--- config.mk ---
export PLATFORM = sky130hd
export DESIGN_NAME = i2c_blockcfg_slave
export DESIGN_NICKNAME = d
export VERILOG_FILES = /design/src/rtl/cfg_bus_pkg.sv /design/src/rtl/i2c_line_sync.sv /design/src/rtl/cfg_regbank.sv /design/src/rtl/i2c_block_fsm.sv /design/src/rtl/i2c_blockcfg_slave.sv
export SDC_FILE = /design/constraint.sdc
export NUM_CORES = 1
export LEC_CHECK = 0
export ABC_AREA = 1
export BUFFER_PORTS_ARGS = -buffer_cell sky130_fd_sc_hd__buf_2
export CAP_MARGIN = 15
export CORE_ASPECT_RATIO = 0.5
export CORE_UTILIZATION = 31
export DETAILED_ROUTE_END_ITERATION = 7
export SYNTH_ARGS = -nofsm -noshare
export SYNTH_HDL_FRONTEND = slang
export SYNTH_SLANG_ARGS = --single-unit
--- constraint.sdc ---
create_clock -name clk -period 5.8 [get_ports clk]
set_input_delay 0.29 -clock clk [delete_from_list [all_inputs] [get_ports clk]]
set_output_delay 0.29 -clock clk [all_outputs]
set_load 0.03 [all_outputs]
--- src/rtl/cfg_bus_pkg.sv ---
package cfg_bus_pkg;

    typedef enum logic [2:0] {
        ST_IDLE,
        ST_ADDR,
        ST_ADDR_ACK,
        ST_WR_BYTE,
        ST_WR_ACK,
        ST_RD_BYTE,
        ST_RD_ACK,
        ST_WAIT
    } slv_state_e;

    typedef struct packed {
        logic scl_s;
        logic sda_s;
        logic scl_rise;
        logic scl_fall;
        logic start;
        logic stop;
    } bus_ev_t;

endpackage

--- src/rtl/i2c_line_sync.sv ---
module i2c_line_sync
    import cfg_bus_pkg::*;
#(
    parameter int STAGES = 2
) (
    input  logic    clk,
    input  logic    rst_n,
    input  logic    scl_i,
    input  logic    sda_i,
    output bus_ev_t ev_o
);

    typedef struct packed {
        logic [STAGES-1:0] scl_sh;
        logic [STAGES-1:0] sda_sh;
        logic              scl_prev;
        logic              sda_prev;
    } sync_t;

    sync_t q, d;

    always_comb begin
        d          = q;
        d.scl_sh   = {q.scl_sh[STAGES-2:0], scl_i};
        d.sda_sh   = {q.sda_sh[STAGES-2:0], sda_i};
        d.scl_prev = q.scl_sh[STAGES-1];
        d.sda_prev = q.sda_sh[STAGES-1];
    end

    always_ff @(posedge clk or negedge rst_n) begin
        if (!rst_n) q <= '1;
        else        q <= d;
    end

    logic scl_now, sda_now;
    assign scl_now = q.scl_sh[STAGES-1];
    assign sda_now = q.sda_sh[STAGES-1];

    always_comb begin
        ev_o.scl_s    = scl_now;
        ev_o.sda_s    = sda_now;
        ev_o.scl_rise = scl_now & ~q.scl_prev;
        ev_o.scl_fall = ~scl_now & q.scl_prev;
        ev_o.start    = scl_now & q.scl_prev & q.sda_prev & ~sda_now;
        ev_o.stop     = scl_now & q.scl_prev & ~q.sda_prev & sda_now;
    end

endmodule

--- src/rtl/cfg_regbank.sv ---
module cfg_regbank #(
    parameter int                  NUM_WR   = 6,
    parameter int                  NUM_RD   = 7,
    parameter int                  IDXW     = 4,
    parameter logic [NUM_WR*8-1:0] DEFAULTS = '0
) (
    input  logic                         clk,
    input  logic                         rst_n,
    input  logic                         we_i,
    input  logic [IDXW-1:0]              waddr_i,
    input  logic [7:0]                   wdata_i,
    input  logic [IDXW-1:0]              raddr_i,
    output logic [7:0]                   rdata_o,
    input  logic [(NUM_RD-NUM_WR)*8-1:0] ro_i,
    output logic [NUM_WR*8-1:0]          cfg_o
);

    localparam int RD_BITS = NUM_RD * 8;

    logic [NUM_WR*8-1:0] regs_q, regs_d;
    logic [RD_BITS-1:0]  view;

    always_comb begin
        regs_d = regs_q;
        for (int k = 0; k < NUM_WR; k++) begin
            if (we_i && waddr_i == IDXW'(k)) regs_d[k*8 +: 8] = wdata_i;
        end
    end

    always_ff @(posedge clk or negedge rst_n) begin
        if (!rst_n) regs_q <= DEFAULTS;
        else        regs_q <= regs_d;
    end

    assign cfg_o = regs_q;
    assign view  = {ro_i, regs_q};

    always_comb begin
        rdata_o = 8'hFF;
        for (int k = 0; k < NUM_RD; k++) begin
            if (raddr_i == IDXW'(k)) rdata_o = view[k*8 +: 8];
        end
    end

    // write strobes only ever target a writable register
    assert_wr_range_R5: assert property (@(posedge clk) disable iff (!rst_n)
        we_i |-> (waddr_i < IDXW'(NUM_WR)));

    // without a write strobe the bank holds its contents
    assert_hold_R4: assert property (@(posedge clk) disable iff (!rst_n)
        !we_i |=> $stable(cfg_o));

endmodule

--- src/rtl/i2c_block_fsm.sv ---
module i2c_block_fsm
    import cfg_bus_pkg::*;
#(
    parameter logic [6:0] DEV_ADDR = 7'h69,
    parameter int         NUM_WR   = 6,
    parameter int         NUM_RD   = 7,
    parameter int         IDXW     = 4
) (
    input  logic            clk,
    input  logic            rst_n,
    input  bus_ev_t         ev_i,
    output logic            sda_oe_o,
    output logic            we_o,
    output logic [IDXW-1:0] waddr_o,
    output logic [7:0]      wdata_o,
    output logic [IDXW-1:0] raddr_o,
    input  logic [7:0]      rdata_i
);

    localparam int DUMMY = 2;

    typedef struct packed {
        slv_state_e      st;
        logic [3:0]      bitc;
        logic [7:0]      sh;
        logic [IDXW-1:0] wcnt;
        logic [IDXW-1:0] rptr;
        logic            mnack;
        logic            oe;
    } fsm_t;

    fsm_t q, d;

    always_comb begin
        d       = q;
        we_o    = 1'b0;
        waddr_o = '0;
        wdata_o = q.sh;
        if (ev_i.stop) begin
            d.st = ST_IDLE;
            d.oe = 1'b0;
        end else if (ev_i.start) begin
            d.st   = ST_ADDR;
            d.bitc = 4'd0;
            d.oe   = 1'b0;
        end else begin
            case (q.st)
                ST_ADDR: begin
                    if (ev_i.scl_rise && q.bitc < 4'd8) begin
                        d.sh   = {q.sh[6:0], ev_i.sda_s};
                        d.bitc = q.bitc + 4'd1;
                    end else if (ev_i.scl_fall && q.bitc == 4'd8) begin
                        if (q.sh[7:1] == DEV_ADDR) begin
                            d.oe = 1'b1;
                            d.st = ST_ADDR_ACK;
                        end else begin
                            d.st = ST_WAIT;
                        end
                    end
                end
                ST_ADDR_ACK: begin
                    if (ev_i.scl_fall) begin
                        d.bitc = 4'd0;
                        if (q.sh[0]) begin
                            d.st   = ST_RD_BYTE;
                            d.sh   = 8'(NUM_RD);
                            d.oe   = ~d.sh[7];
                            d.rptr = '0;
                        end else begin
                            d.st   = ST_WR_BYTE;
                            d.oe   = 1'b0;
                            d.wcnt = '0;
                        end
                    end
                end
                ST_WR_BYTE: begin
                    if (ev_i.scl_rise && q.bitc < 4'd8) begin
                        d.sh   = {q.sh[6:0], ev_i.sda_s};
                        d.bitc = q.bitc + 4'd1;
                    end else if (ev_i.scl_fall && q.bitc == 4'd8) begin
                        d.oe = 1'b1;
                        d.st = ST_WR_ACK;
                        if (q.wcnt >= IDXW'(DUMMY) && q.wcnt < IDXW'(NUM_WR + DUMMY)) begin
                            we_o    = 1'b1;
                            waddr_o = q.wcnt - IDXW'(DUMMY);
                        end
                        if (q.wcnt != '1) d.wcnt = q.wcnt + 1'b1;
                    end
                end
                ST_WR_ACK: begin
                    if (ev_i.scl_fall) begin
                        d.oe   = 1'b0;
                        d.st   = ST_WR_BYTE;
                        d.bitc = 4'd0;
                    end
                end
                ST_RD_BYTE: begin
                    if (ev_i.scl_rise && q.bitc < 4'd8) begin
                        d.bitc = q.bitc + 4'd1;
                    end else if (ev_i.scl_fall && q.bitc == 4'd8) begin
                        d.oe = 1'b0;
                        d.st = ST_RD_ACK;
                    end else if (ev_i.scl_fall && q.bitc != 4'd0) begin
                        d.sh = {q.sh[6:0], 1'b0};
                        d.oe = ~q.sh[6];
                    end
                end
                ST_RD_ACK: begin
                    if (ev_i.scl_rise) begin
                        d.mnack = ev_i.sda_s;
                    end else if (ev_i.scl_fall) begin
                        if (q.mnack) begin
                            d.st = ST_WAIT;
                            d.oe = 1'b0;
                        end else begin
                            d.sh   = rdata_i;
                            d.oe   = ~rdata_i[7];
                            d.st   = ST_RD_BYTE;
                            d.bitc = 4'd0;
                            if (q.rptr != '1) d.rptr = q.rptr + 1'b1;
                        end
                    end
                end
                default: ;
            endcase
        end
    end

    always_ff @(posedge clk or negedge rst_n) begin
        if (!rst_n) begin
            q       <= '0;
            q.st    <= ST_IDLE;
        end else begin
            q <= d;
        end
    end

    assign sda_oe_o = q.oe;
    assign raddr_o  = q.rptr;

    // SDA may only move while SCL is low, except when a START/STOP clears the bus
    assert_sda_scl_low_R10: assert property (@(posedge clk) disable iff (!rst_n)
        (!$stable(q.oe) && !$past(ev_i.start) && !$past(ev_i.stop)) |-> !$past(ev_i.scl_s));

    // a START always restarts address reception
    assert_start_addr_R1: assert property (@(posedge clk) disable iff (!rst_n)
        ev_i.start |=> (q.st == ST_ADDR && q.bitc == 4'd0));

    // a STOP always leaves the bus released and idle
    assert_stop_idle_R4: assert property (@(posedge clk) disable iff (!rst_n)
        ev_i.stop |=> (q.st == ST_IDLE && !sda_oe_o));

    // once parked in the wait state, SDA stays released
    assert_wait_released_R8: assert property (@(posedge clk) disable iff (!rst_n)
        (q.st == ST_WAIT) |-> !sda_oe_o);

endmodule

--- src/rtl/i2c_blockcfg_slave.sv ---
module i2c_blockcfg_slave
    import cfg_bus_pkg::*;
#(
    parameter logic [6:0]          DEV_ADDR    = 7'h69,
    parameter int                  NUM_WR      = 6,
    parameter int                  NUM_RD      = 7,
    parameter int                  SYNC_STAGES = 2,
    parameter logic [NUM_WR*8-1:0] DEFAULTS    = 48'h15_14_13_12_11_10
) (
    input  logic                         clk,
    input  logic                         rst_n,
    input  logic                         scl_i,
    input  logic                         sda_i,
    output logic                         sda_oe_o,
    input  logic [(NUM_RD-NUM_WR)*8-1:0] ro_byte_i,
    output logic [NUM_WR*8-1:0]          cfg_o
);

    localparam int IDXW = $clog2(NUM_RD + 3);

    bus_ev_t         ev;
    logic            we;
    logic [IDXW-1:0] waddr, raddr;
    logic [7:0]      wdata, rdata;

    i2c_line_sync #(.STAGES(SYNC_STAGES)) u_sync (
        .clk   (clk),
        .rst_n (rst_n),
        .scl_i (scl_i),
        .sda_i (sda_i),
        .ev_o  (ev)
    );

    i2c_block_fsm #(
        .DEV_ADDR (DEV_ADDR),
        .NUM_WR   (NUM_WR),
        .NUM_RD   (NUM_RD),
        .IDXW     (IDXW)
    ) u_fsm (
        .clk      (clk),
        .rst_n    (rst_n),
        .ev_i     (ev),
        .sda_oe_o (sda_oe_o),
        .we_o     (we),
        .waddr_o  (waddr),
        .wdata_o  (wdata),
        .raddr_o  (raddr),
        .rdata_i  (rdata)
    );

    cfg_regbank #(
        .NUM_WR   (NUM_WR),
        .NUM_RD   (NUM_RD),
        .IDXW     (IDXW),
        .DEFAULTS (DEFAULTS)
    ) u_bank (
        .clk     (clk),
        .rst_n   (rst_n),
        .we_i    (we),
        .waddr_i (waddr),
        .wdata_i (wdata),
        .raddr_i (raddr),
        .rdata_o (rdata),
        .ro_i    (ro_byte_i),
        .cfg_o   (cfg_o)
    );

endmodule

======== Word level (Yosys, flattened, before mapping) ========
Index checks and enable logic that the tools add are counted.
cells by class
  $add $sub $neg .......................... 4
  multipliers ............................. 0
  div/mod/pow operators ................... 0
  order comparisons ....................... 3
  equality and inequality tests ........... 53
  shifts and indexed selects .............. 0
  muxes and demuxes ....................... 71
  bitwise logic cells ..................... 15
  reduce and logical (&&, ||, !) cells .... 27
operators with widths
  cell                                                    number
  2-to-1 mux 8 bit                                        11
  2-to-1 mux 4 bit                                        16
  one-hot mux 7 bit (6 select lines)                      1
  one-hot mux 8 bit (4 select lines)                      1
  2-to-1 mux 15 bit                                       2
  inequality test 4 x 3 -> 1 bit (second input constant)  7
  2-to-1 mux 3 bit                                        9
  2-to-1 mux 12 bit                                       2
  inequality test 4 bit (second input constant)           6
  AND reduction 12 bit                                    2
  2-to-1 mux 23 bit                                       1
  2-to-1 mux 1 bit                                        22
  AND reduction 11 bit                                    2
  equality test 4 x 3 -> 1 bit (second input constant)    5
  equality test 4 x 2 -> 1 bit (second input constant)    4
  inequality test 2 x 1 -> 1 bit (second input constant)  8
  one-hot mux 4 bit (2 select lines)                      2
  AND reduction 8 bit                                     2
  2-to-1 mux 7 bit                                        2
  adder 4 x 1 -> 4 bit (second input constant)            3
  inequality test 2 bit (second input constant)           6
  inequality test 3 x 2 -> 1 bit (second input constant)  4
  logical AND 1 bit                                       10
  equality test 3 bit (second input constant)             3
  22 further kinds                                        42
word-level totals
  flip-flop bits (word level) ............. 79
  latch bits .............................. 0
  memory bits (writable) .................. 0
  bits in read-only memories .............. 0
  output and inout port bits .............. 49
  memories ................................ 0

======== Logic depth before layout (Yosys ltp) ========
Gate-level depths: netlist of run 1.
  word-level depth ........................ 15
  depth in mapped cells ................... 15
  depth with buffers taken out ............ 14

======== Hierarchy ========
Synthesis of run 1 repeated with hierarchy kept, for this count alone.
second synthesis, totals
  cells, all modules ...................... 645
  area, all modules ....................... 4798.4 µm²
by module, submodules not included
  module         times used  cells each  area each (µm²)
  cfg_regbank    1           321         2499.9
  i2c_block_fsm  1           305         2084.5
  i2c_line_sync  1           19          214.0

======== Worst setup path before layout of run 1 ========
OpenSTA, ideal clock, no wires.
  kind .................................... reg-to-reg
  start ................................... reg u_fsm.q[18] (netlist bit)
  end ..................................... reg u_bank.regs_q[0], in the netlist u_bank.cfg_o[0]
  library setup time ...................... 130 ps
  data arrival time ....................... 1889 ps
  data required time ...................... 5670 ps
  slack ................................... 3781 ps
  stages on the path, launching flop included .. 11
  buffers on the path ..................... 1
  period minus slack after synthesis ...... 2019 ps
  path through ............................ dfrtp_1 -> inv_1 -> ha_1 -> nand3_1 -> nor2_1 -> inv_1 -> nor4_4 -> nand3_1 -> buf_6 -> nand2_1 -> o21ai_0
on the way
  longest elaborated chain between the ends .. 9
RTL lines
  item                                                                                line                 text
  from (decl)                                                                         i2c_block_fsm.sv:32  fsm_t q, d;
  parallel branches: the longest is 8 deep, another holds less-than comparator 4 bit  --
  logical AND 1 bit (*)                                                               cfg_regbank.sv:26    if (we_i && waddr_i == IDXW'(k)) regs_d[k*8 +: 8] = wdata_i;
  to (signal assigned)                                                                cfg_regbank.sv:32    else regs_q <= regs_d;
  to (decl)                                                                           cfg_regbank.sv:20    logic [NUM_WR*8-1:0] regs_q, regs_d;
Mark *: on every way between the ends.
A chain may end at the register's enable or synchronous reset.

======== Worst setup path after layout of run 1 ========
  start ................................... reg u_sync.q (netlist bit u_sync.ev_o[4])
  end ..................................... reg u_bank.regs_q[7], in the netlist u_bank.cfg_o[7]
on the way
  longest elaborated chain between the ends .. 6
RTL lines
  item                    line                 text
  from (decl)             i2c_line_sync.sv:20  sync_t q, d;
  from (signal assigned)  i2c_line_sync.sv:31  if (!rst_n) q <= '1;
  from (signal assigned)  i2c_line_sync.sv:32  else q <= d;
  NOT 1 bit               i2c_line_sync.sv:44  ev_o.start = scl_now & q.scl_prev & q.sda_prev & ~sda_now;
  AND 1 bit               i2c_line_sync.sv:44
  2-to-1 mux 4 bit        i2c_block_fsm.sv:42  end else if (ev_i.start) begin
  2-to-1 mux 4 bit        i2c_block_fsm.sv:39  if (ev_i.stop) begin
  logical NOT 4 bit       cfg_regbank.sv:26
  logical AND 1 bit (*)   cfg_regbank.sv:26
Mark *: on every way between the ends. The rest lies on a longest branch, timed or not.

==> results.py, run 1 <==
metrics = {
    "clock_tree": {
        "cts_tree": "done",
        "ctsResizeCount": 0,
        "cts_buffers": 9,
        "cts_sinks": 79,
        "htreeDepth": 3,
        "clk_pin_slew_worst_paths_ps": 60,
        "clock-root-buffer": "clkbuf_16",
        "cts-hold-fix-buffers": 0,
        "cts_setup_buffers": 0,
        "clk_path_buf_depth": 2,
        "insertion_delay_ps": 340,
    },
    "worst_setup_path": {
        "cpMostUsedCell": "nand2_1",
        "cp_data_arrival_time_ps": 2780,
        "worstSetupPathType": "flip-flop to flip-flop",
        "end_kind": "flip-flop",
        "crit_path_max_incr_delay_ps": 550,
        "r2r_slack_ps": 3220,
        "path_buf_inv": 1,
        "r2r-start": "u_sync.ev_o[4]",
        "crit_family": "simple AND/OR/NAND/NOR gates",
        "startpoint": "u_sync.ev_o[4]",
        "start_kind": "flip-flop",
        "cpMaxStageDelayCell": "dfstp_2",
        "cp_data_required_time_ps": 6000,
        "cp_cell_sequence": "nor2_1 -> nand2_1 -> nand2_1 -> inv_1 -> nand2_1 -> nor4_4 -> nand3_1 -> nand2_1 -> o21ai_0",
        "path_max_fanout": 16,
    },
    "floorplan": {
        "fp.dieH_um": 87.0,
        "floorplan.rows": 30,
        "initial_core_util_pct": 32.5,
        "fp.dieArea_um2": 15000,
        "boundaryPins": 61,
        "die_w_um": 172,
        "core_region_area_um2": 13800,
    },
    "place": {
        "globalplace.congestion": 0.827,
        "place_area_um2": 4940,
        "portBuffers": 60,
        "hpwl_um": 9390,
    },
    "synth": {
        "avgSynthCellArea_um2": 7.21,
        "seq_area_frac_synth_pct": 44.6,
        "synth-main-ff-cell": "dfrtp_1",
        "syn_inst": 622,
        "synth_nets": 644,
        "synth_cell_types": 27,
        "synth_edf_count": 0,
        "netlist_area_um2": 4480,
        "ys_warn_count": 0,
        "async_reset_ff_share_pct": 100,
        "synth_seq_cells": 79,
    },
    "grt": {
        "grt_busiest_layer": "met2",
        "met1_usage_pct": 25.5,
        "met3_usage_pct": 3.86,
        "overflow": 0,
        "grt_pass1_vias": 3859,
        "grtUsageMet2_pct": 27.2,
        "grt.total_usage_pct": 17.7,
        "antenna_found_initial": 0,
        "grt_max_degree": 80,
        "grt_first_pass_wirelength_um": 20300,
    },
    "power": {
        "power.density_nw_per_um2": 423,
        "p_leak_uw": 0.00269,
        "ir_drop_mv": 0.157,
    },
    "timing": {
        "rsz0062_at_grt": "no",
        "worst_slew_pin_slew_ps": 1040,
        "slew_headroom_pct": 30.6,
        "setup_viol": 0,
        "timing.final.crit_share_pct": 44.4,
        "fin_worst_hold_slack_ps": 48.9,
        "setup-tns-final_ps": 0,
        "fmax_mhz": 388,
        "slew_violations": 0,
        "finalCriticalPeriod_ps": 2580,
        "hold_violations": 0,
        "clock_skew_ps": 11.2,
    },
    "finish": {
        "area_delta_synth_final_pct": 18.0,
        "drive_gt1_share_pct": 15.5,
        "nets": 699,
        "layout_common_cells": "nand2_1, nor2_1, o21ai_0",
        "filler_cell_count": 1489,
        "final_cell_area_um2": 5290,
        "mostFrequentLayoutCell": "nand2_1",
        "antenna_cells": 0,
    },
    "min_path": {
        "min_from": "scl_i",
        "hold_class": "primary input to flip-flop",
    },
    "drt": {
        "drt_iter0_drc": 219,
        "num_vias": 4225,
        "vias_per_cell": 4.83,
        "wl_per_cell_um": 14.5,
        "antenna_left": 0,
        "drcViolationCount": 0,
        "wirelength_um": 12700,
        "dr.pass1.iters": 5,
    },
    "run": {
        "cap_violations": 0,
    },
    "run_status": {
        "run_status": "complete, no violations",
    },
}
==> synthesized netlist by cell type (2+ instances only) <==
library cell  instances  area [um^2]
nand2_1             187          702
nor2_1               75          282
o21ai_0              73          365
inv_1                70          263
dfrtp_1              60         1500
nand3_1              59          295
dfstp_2              19          499
clkbuf_1             12         45.0
a21oi_1              10         50.1
ha_1                 10          125
or2_2                 9         56.3
nand4_1               6         37.5
nand3b_1              5         37.5
buf_6                 4         45.0
nor3_1                4         20.0
o211ai_1              3         22.5
o31ai_1               3         22.5
xor2_1                3         26.3
xnor2_1               2         17.5
==> cells by family (layout without fill, tap and decap cells) <==
logic type / Yosys count / in the layout / synth area share [%]
and+or+nand+nor: 348 / 348 / 32.7
AOI/OAI and AO/OA: 94 / 94 / 11.1
buffers and inverters: 86 / 146 / 7.87
DFF: 79 / 79 / 44.6
adders and majority gates: 10 / 10 / 2.79
xor gates and xnor gates: 5 / 5 / 0.977
==> cell type report <==
class	instances	area, um^2	area share (%)
flip-flops and latches	79	2000	37.8
well taps	192	240	4.54
repair buffers	60	303	5.72
inverters	70	263	4.97
clock inverters	7	129	2.44
clock buffers	9	225	4.26
multi-input cells	457	2130	40.3
==> registers in the layout, indices dropped and copies added (netlist names), named ones only <==
name,cells
u_bank.cfg_o,48
u_fsm.q,12
u_fsm.wdata_o,7
u_fsm.raddr_o,4
u_sync.d,2
u_sync.ev_o,2
u_sync.q,2
u_fsm.sda_oe_o,1
==> metal layers <==
metal  vias to the layer above  share of wire (%)
li1                       2114                  -
met1                      2009                 50
met2                        95                 45
met3                         7                4.4
met4                         0               0.58
met5                         -                  0
==> final timing paths <==
kind | to | cells past startpoint
max reg2reg | u_bank.cfg_o[7] | 9
max in group asynchronous | u_bank.cfg_o[7] | 1
min reg2reg | u_sync.ev_o[5] | 0
min in group asynchronous | u_fsm.q[21] | 1
max | u_bank.cfg_o[7] | 9
min | u_sync.d[5] | 1
==> where the power goes <==
part           internal, uW  switching (uW)  total (uW)
Sequential              617            57.9         675
Combinational           264             623         887
Clock                   427             248         675
Total                  1310             928        2240
==> through the flow <==
| stage | util, % | setup WS (ps) | power (uW) | std cells |
|---|---|---|---|---|
| final | 38.3 | 3220 | 2240 | 874 |
| after global routing | 38.3 | 2970 | 2410 | 874 |
| after CTS | 38.3 | 3240 | 2240 | 874 |
| after detailed placement | 35.7 | 3260 | 1560 | 858 |
| after global placement | 35.7 | 3350 | 1550 | 858 |
| after floorplan | - | 3780 | 1290 | 622 |
(Power assumes the default switching activity.)
==> run 2: changes to the inputs <==
--- a/config.mk
+++ b/config.mk
@@ -5,7 +5,7 @@
 export SDC_FILE = /design/constraint.sdc
 export NUM_CORES = 1
 export LEC_CHECK = 0
-export ABC_AREA = 1
+export ABC_AREA = 0
 export BUFFER_PORTS_ARGS = -buffer_cell sky130_fd_sc_hd__buf_2
 export CAP_MARGIN = 15
 export CORE_ASPECT_RATIO = 0.5
==> constraint.sdc (replaced) <==
create_clock -name clk -period 2.5 [get_ports clk]
set_input_delay 0.125 -clock clk [delete_from_list [all_inputs] [get_ports clk]]
set_output_delay 0.125 -clock clk [all_outputs]
set_load 0.03 [all_outputs]
==> run 2 against run 1 <==
Net effect: first-iteration DRC count increased by 37%; largest cell class unchanged; final cell count decreased by 19%; worst hold slack improved by 140 ps.
==> results.py, run 2 <==
metrics = {
    "run_status": {
        "run_status": "complete, no violations",
    },
    "worst_setup_path": {
        "reg2reg_depth": 6,
        "cpMaxStageDelayCell": "dfstp_2",
        "cp_data_arrival_time_ps": 2560,
        "crit_family": "simple AND/OR/NAND/NOR gates",
        "end_kind": "flip-flop",
        "path_buf_inv": 0,
        "worstSetupPathType": "flip-flop to flip-flop",
        "crit_path_max_incr_delay_ps": 610,
        "start_kind": "flip-flop",
        "cp_cell_sequence": "nor2b_4 -> nand3_4 -> nor3_4 -> nand3b_4 -> nor3_4 -> mux2_2",
        "cp_data_required_time_ps": 2720,
        "cpMostUsedCell": "nor3_4",
        "crit_cells": 6,
        "path_max_fanout": 10,
    },
    "place": {
        "portBuffers": 60,
        "place_area_um2": 5030,
        "hpwl_um": 9030,
        "globalplace.congestion": 0.828,
    },
    "run": {
        "cap_violations": 0,
    },
    "min_path": {
        "worstHoldPathCells": 4,
        "hold_class": "primary input to flip-flop",
    },
    "finish": {
        "antenna_cells": 0,
        "filler_cell_count": 1386,
        "utilization_pct": 39.3,
        "final_cell_area_um2": 5400,
        "nets": 534,
        "area_delta_synth_final_pct": 22.3,
        "mostFrequentLayoutCell": "dfrtp_1",
        "largest_reg_flops": 48,
        "layout_common_cells": "dfrtp_1, buf_2, mux2_2",
        "drive_gt1_share_pct": 36.2,
    },
    "synth": {
        "synthMostInstantiatedCell": "dfrtp_1",
        "avgSynthCellArea_um2": 10.1,
        "synth_nets": 458,
        "synth_cell_types": 58,
        "synth_edf_count": 0,
        "synth-main-ff-cell": "dfrtp_1",
        "synth_top_area_cell": "dfrtp_1",
        "synth_area_leaders": "dfrtp_1, mux2_2, dfstp_2",
        "async_reset_ff_share_pct": 100,
        "seq_area_frac_synth_pct": 45.3,
        "synth_seq_cells": 79,
        "yosysTopAreaCellShare_pct": 34.0,
        "ys_warn_count": 0,
        "synth.top_cells.by_count": "dfrtp_1, mux2_2, nor2_1",
        "syn_inst": 436,
        "netlist_area_um2": 4420,
    },
    "timing": {
        "setup_viol": 0,
        "hold_violations": 0,
        "fmax_mhz": 428,
        "timing.final.crit_share_pct": 93.4,
        "slew_headroom_pct": 32.9,
        "rsz0062_at_grt": "no",
        "clock_skew_ps": 9.70,
        "setup-tns-final_ps": 0,
        "slew_violations": 0,
        "fin_worst_hold_slack_ps": 190,
        "worst_slew_pin_slew_ps": 1010,
        "finalCriticalPeriod_ps": 2330,
    },
    "grt": {
        "antenna_found_initial": 0,
        "grtUsageMet2_pct": 28.8,
        "met1_usage_pct": 25.4,
        "grt_max_degree": 80,
        "grt_first_pass_wirelength_um": 20500,
        "overflow": 0,
        "grt.total_usage_pct": 18.1,
        "grt_pass1_vias": 3697,
        "grt_busiest_layer": "met2",
        "met3_usage_pct": 3.61,
    },
    "drt": {
        "drt_iter0_drc": 299,
        "vias_per_cell": 5.21,
        "drcViolationCount": 0,
        "antenna_left": 0,
        "wirelength_um": 12500,
        "num_vias": 3694,
        "dr.pass1.iters": 5,
        "wl_per_cell_um": 17.6,
    },
    "clock_tree": {
        "cts_tree": "done",
        "htreeDepth": 3,
        "cts_sinks": 79,
        "insertion_delay_ps": 340,
        "clock-root-buffer": "clkbuf_16",
        "clk_path_buf_depth": 2,
        "cts_buffers": 9,
        "clk_pin_slew_worst_paths_ps": 60,
    },
    "floorplan": {
        "initial_core_util_pct": 32.1,
        "core_region_area_um2": 13700,
        "floorplan.rows": 30,
        "fp.dieH_um": 86.4,
        "boundaryPins": 61,
        "fp.dieArea_um2": 14800,
        "die_w_um": 171,
    },
    "power": {
        "ir_drop_mv": 0.413,
        "combPwrFrac_pct": 38.5,
        "pwr-share-seq_pct": 33.5,
        "clkPwrFrac_pct": 28.0,
        "sw_frac_of_total_pct": 39.2,
        "internal_power_uw": 2940,
        "power.density_nw_per_um2": 894,
        "p_leak_uw": 0.00251,
        "switching_power_uw": 1890,
    },
}
[run 2: cells by family after synthesis]
family                     after synthesis  synth area share, %
buffers and inverters                   39                 3.77
DFF                                     79                 45.3
adders and majority gates               10                 2.83
xor gates and xnor gates                 1                0.198
AOI/OAI and AO/OA                      132                 19.6
muxes                                   53                 13.5
and+or+nand+nor                        122                 14.8
[run 2: stage by stage]
| stage | cells | power, uW | worst slack, ps |
|---|---|---|---|
| after floorplan | 436 | 2820 | 368 |
| after global placement | 687 | 3410 | 171 |
| after detailed placement | 687 | 3410 | 182 |
| after CTS | 706 | 4790 | 166 |
| after global routing | 709 | 5150 | 12.6 |
| final | 709 | 4830 | 166 |
[run 2: timing repair]
action,4_1_cts,5_1_grt
resized for setup,0,1
hold endpoints to repair,32,0
setup endpoints to repair,0,3
hold buffers,3,0
setup buffers,0,3
[run 2: layout make-up]
cell class	count	area, um^2	area share, %
clock inverter	5	66.3	1.23
clock buffer	11	243	4.49
tap	192	240	4.45
multi-input combinational	318	2250	41.7
inverter	15	60.1	1.11
sequential	79	2000	37.0
timing repair buffer	89	541	10.0
[run 2: final timing paths]
kind                               from  slack, ps                to
max reg2reg                 u_sync.q[1]        170  u_bank.cfg_o[38]
min reg2reg                 u_sync.d[5]        350    u_sync.ev_o[5]
max                         u_sync.q[1]        170  u_bank.cfg_o[38]
min in group asynchronous         rst_n        510  u_bank.cfg_o[31]
max in group asynchronous         rst_n       1340       u_fsm.q[19]
min                        ro_byte_i[5]        190  u_fsm.wdata_o[5]
[run 2: worst register-to-register path, delay by kind of cell (launching register included)]
family,cells,cell delay (ps)
simple gates,5,1220
mux,1,390
flops,1,610
[run 2: layer usage]
metal,wire length [um],vias up
met1,5920,1842
li1,-,1751
met2,5780,92
met3,668,9
met5,0,-
met4,88,0
[run 2: power by group through the flow]
stage / Combinational (uW) / Clock (uW) / Sequential, uW
5_1_grt: 2070 / 1440 / 1640
6_report: 1860 / 1350 / 1620
3_5_place_dp: 1780 / 0 / 1630
3_3_place_gp: 1770 / 0 / 1630
2_1_floorplan: 1270 / 0 / 1550
4_1_cts: 1790 / 1380 / 1620
